[config.mk]
export PLATFORM = sky130hd
export DESIGN_NAME = prio_irq_ctrl
export DESIGN_NICKNAME = d
export VERILOG_FILES = /design/src/rtl/prio_irq_ctrl.sv
export SDC_FILE = /design/constraint.sdc
export NUM_CORES = 1
export LEC_CHECK = 0
export BUFFER_PORTS_ARGS = -buffer_cell sky130_fd_sc_hd__buf_2
export CAP_MARGIN = 25
export CORE_AREA = 2 2 39 41
export DETAILED_ROUTE_END_ITERATION = 16
export DIE_AREA = 0 0 41 43
export HOLD_SLACK_MARGIN = 0.06
export MAX_ROUTING_LAYER = met4
export PLACE_DENSITY = 0.71
export SLEW_MARGIN = 20
export SYNTH_ARGS = -nofsm -noshare
export SYNTH_HDL_FRONTEND = slang
export SYNTH_SLANG_ARGS = --single-unit
[constraint.sdc]
create_clock -name clk -period 2.25 [get_ports clk]
set_input_delay 0.1125 -clock clk [delete_from_list [all_inputs] [get_ports clk]]
set_output_delay 0.1125 -clock clk [all_outputs]
set_load 0.05 [all_outputs]
[src/rtl/prio_irq_ctrl.sv]
module prio_irq_ctrl #(
  parameter int NSRC = 4,
  parameter int VEC_W = 8,
  parameter logic [VEC_W-$clog2(NSRC)-1:0] VEC_BASE = 'h15
) (
  input  logic             clk,
  input  logic             rst_n,
  input  logic [NSRC-1:0]  src_evt,
  input  logic             wr_mask_set,
  input  logic             wr_mask_clr,
  input  logic             wr_pend_clr,
  input  logic             wr_en,
  input  logic [NSRC-1:0]  wr_data,
  input  logic             inta,
  output logic             irq,
  output logic [VEC_W-1:0] data_out
);
  localparam int CW = $clog2(NSRC);

  logic [NSRC-1:0] pend_q, mask_q, live;
  logic            ien_q, ist_q;
  logic [CW-1:0]   code_q, code_d;

  assign live = pend_q & mask_q;

  always_comb begin
    code_d = '0;
    for (int i = NSRC-1; i >= 0; i--)
      if (live[i]) code_d = CW'(i);
  end

  always_ff @(posedge clk) begin
    if (!rst_n) begin
      pend_q <= '0;
      mask_q <= '0;
      ien_q  <= 1'b0;
      ist_q  <= 1'b0;
      code_q <= '0;
    end else begin
      pend_q <= (pend_q & ~(wr_pend_clr ? wr_data : '0)) | src_evt;
      mask_q <= (mask_q & ~(wr_mask_clr ? wr_data : '0)) | (wr_mask_set ? wr_data : '0);
      if (wr_en) ien_q <= wr_data[0];
      ist_q  <= |live;
      code_q <= code_d;
    end
  end

  assign irq      = ist_q & ien_q;
  assign data_out = inta ? {VEC_BASE, code_q} : '0;
endmodule


## Word-level counts from Yosys, hierarchy flattened

Index checks and enable logic that the tools add are counted.

- Register bits after elaboration: 12
- Word-level logic and storage cells: 25

- Mux-type cells: 7
- Bitwise logic cells: 9
- Reduce and logical (&&, ||, !) cells: 3

Operators with widths:

| operator | count |
|---|---|
| AND 4 bit | 3 |
| 2-to-1 mux 4 bit | 3 |
| NOT 4 bit | 2 |
| OR 4 bit | 2 |
| 2-to-1 mux 7 bit | 1 |
| 2-to-1 mux 2 bit | 2 |
| OR reduction 4 bit | 1 |
| OR reduction 3 bit | 1 |
| OR reduction 2 bit | 1 |
| AND 1 bit | 1 |
| 2-to-1 mux 1 bit | 1 |
| NOT 1 bit | 1 |

## Logic depth before layout (Yosys ltp)

- Depth after elaboration: 4
- Mapped depth: 3

## Worst setup path after synthesis

Ideal clock, no wire load.

- Path kind: register -> output
- Start point: reg ien_q
- End point: out irq
- Path slack: 1423 ps
- Required time: 2138 ps
- Arrival: 714 ps
- Cell stages (with the launch flop): 2
- Cell sequence: dfxtp_1 -> and2_1

- Word-level cells in the longest chain between the ends: 1

Ends and longest elaborated chain:

| item | RTL line | source |
|---|---|---|
| start, declared | 21 | `logic ien_q, ist_q;` |
| start signal, assigned | 42 | `if (wr_en) ien_q <= wr_data[0];` |
| AND 1 bit | 48 | `assign irq = ist_q & ien_q;` |
| end, declared | 15 | `output logic irq,` |

Every way passes these cells.

## Final worst setup path

Ends and elaborated chain as after synthesis.

==> flow_summary.yaml <==
timing:
  setup_viol: 0
  hold_viol: 0
  slew_violations: 0
  max_clock_freq_mhz: 935
  rsz0062_at_grt: "false"
  min_period_ns: 1.07
  finalCritPeriodShare_pct: 47.5
  fin_skew_ns: 0.000461
  fin_tns_setup_ns: 0
flow_run:
  maxCapViolCount: 0
place:
  port_buffers: 20
  place_hpwl_um: 673
  place_congestion: 0.761
  place_inst: 90
run_status:
  status: "finished clean"
critical_path:
  reg2reg_from: "mask_q[3]"
  arrival_ns: 0.96
  start_kind: "register"
  critical_path_class: "reg -> out"
  r2r_cells: 2
  timing.reg2reg.setup_slack_ns: 1.48
  crit_path_end_kind: "output port"
  critPathMaxFanout: 2
  rr_endpoint: "ist_q"
  required_ns: 2.14
hold_path:
  hold_end: "ien_q"
  hold_start: "wr_en"
  worstHoldPathType: "in -> reg"
  hold_depth: 3
floorplan:
  die_w_um: 41
  die_h_um: 43
  dieArea_um2: 1760
  initial_core_util_pct: 35.5
  core.rowCount: 14
  core_um2: 1380
  io_pins: 24
clock_tree:
  cts_root_buf: "clkbuf_4"
  postCtsSetupBuffers: 0
  clock_sinks: 12
  path_clk_slew_ns: 0.07
  clock_latency_ns: 0.27
  cts_tree: "done"
  cts-buffers-inserted: 3
  cts.htree.levels: 1
  clockBufferDepth: 2
route:
  drcViolationCount: 0
  vias: 435
  drt_iter0_drc: 8
  wl_per_cell_um: 9.16
  via_per_inst: 4.44
  drt-total-wl_um: 898
  dr.pass1.iters: 3
  ant_nets: 0
synthesis:
  ys_seq_elements: 12
  ys_types: 14
  yosys_warnings: 0
  synth_area_leader_cell: "dfxtp_1"
  yosysTopAreaCellShare_pct: 48.9
  synth_area_per_cell_um2: 8.48
  synth_area_leaders: "dfxtp_1, buf_4, nand2_1"
  syn_area_um2: 492
  seq_area_frac_synth_pct: 48.9
  synth_cells: 58
cells_and_area:
  layout.nets: 98
  drive_above_1_share_pct: 32.9
  n_fill_cell: 149
  post_layout_nonfiller_instances: 98
  area.growth.synth_to_final_pct: 32.3
  n_antenna_cell: 0
power_and_ir_drop:
  p_leak_uw: 0.000312
  combPwrFrac_pct: 15.7
  powerDensity_nw_per_um2: 738
  p_int_uw: 352
  switchingPower_uw: 128
  seqPwrFrac_pct: 48.5
  switching_share_pct: 26.7
  pwr-share-clk_pct: 35.8
  ir_worst_vdd_v: 0.000319
global_routing:
  grt_pass1_wl_um: 1500
  grt_overflow: 0
  antenna_found_initial: 0
  grt_pass1_vias: 397
  grt_max_degree: 11
  grtUsageTotal_pct: 13.3
-- kinds of logic after synthesis --
| kind of cell | count (synthesis) | share of synthesized area [%] |
|---|---|---|
| other | 1 | 0.763 |
| AO/OA/AOI/OAI | 11 | 15.0 |
| multiplexers | 1 | 2.04 |
| AND/OR/NAND/NOR | 26 | 23.4 |
| buffers and inverters | 7 | 9.92 |
| flip-flops | 12 | 48.9 |
-- Yosys cell counts, drive strengths merged --
library cell / number
a21oi: 5
a22oi: 5
a31oi: 1
and2: 3
buf: 6
conb: 1
dfxtp: 12
inv: 1
mux2i: 1
nand2: 12
nand3: 1
nor2: 9
nor3b: 1
-- per-layer routing --
metal / routed length [µm] / track usage (%) / vias up
li1: - / - / 231
met1: 405 / 14.7 / 181
met2: 387 / 18.8 / 19
met3: 79 / 3.14 / 4
met4: 26 / 12.0 / 0
met5: 0 / - / -
-- critical path: stages (launching register included) --
cell and delay (ns):
dfxtp_1 0.32, and2_1 0.11, buf_2 0.25
-- state kept, by name, summed over array words and instances (netlist names) --
register and flops:
ien_q 1, pend_q 4, mask_q 4, ist_q 1
code_q 2
-- stage by stage --
stage	utilization, %	cell area [µm²]	power (µW)	setup slack (ns)	hold slack (ns)
after floorplan	-	499	291	1.42	0.230
after global placement	41.5	574	307	1.49	0.318
after detailed placement	41.5	574	308	1.47	0.324
after CTS	47.0	651	485	1.17	0.0886
after global routing	47.0	651	501	1.13	0.130
final	47.0	651	480	1.18	0.0874
-- area by class of cell --
class / count / area (µm²) / share of cell area (%)
clock buffers: 4 / 36.3 / 5.58
inverters: 1 / 3.75 / 0.577
multi-input cells: 41 / 210 / 32.3
flip-flops and latches: 12 / 240 / 36.9
well taps: 16 / 20.0 / 3.08
repair buffers: 24 / 140 / 21.5
-- timing repair --
| item | in CTS | in global routing |
|---|---|---|
| hold buffers | 4 | 0 |
| endpoints found under the hold margin | 4 | 0 |
| resized for setup | 0 | 0 |
| endpoints found under the setup margin | 0 | 0 |
-- worst max path at each step --
stage	from	end	slack [ns]
CTS	ien_q	irq	1.17
global route	ien_q	irq	1.13
floorplan	ien_q	irq	1.42
global placement	ien_q	irq	1.49
detailed placement	ien_q	irq	1.47
finish	ien_q	irq	1.18
-- power groups by stage --
stage	logic (µW)	clock network [µW]	registers, µW
after global routing	83.4	183	235
final	75.2	172	233
after detailed placement	70.5	0	238
after global placement	69.8	0	237
after floorplan	55.0	0	236
after CTS	75.9	176	233
-- cells in the final DEF (no fill, tap or decap), types with 3 or more instances in the layout --
cell,n
dfxtp_1,12
nor2_1,9
conb_1,3
clkbuf_4,3
dlygate4sd3_1,4
a21oi_1,5
a22oi_1,4
buf_2,20
and2_1,3
nand2_1,12
No activity file was read; power rests on OpenSTA's default activity.
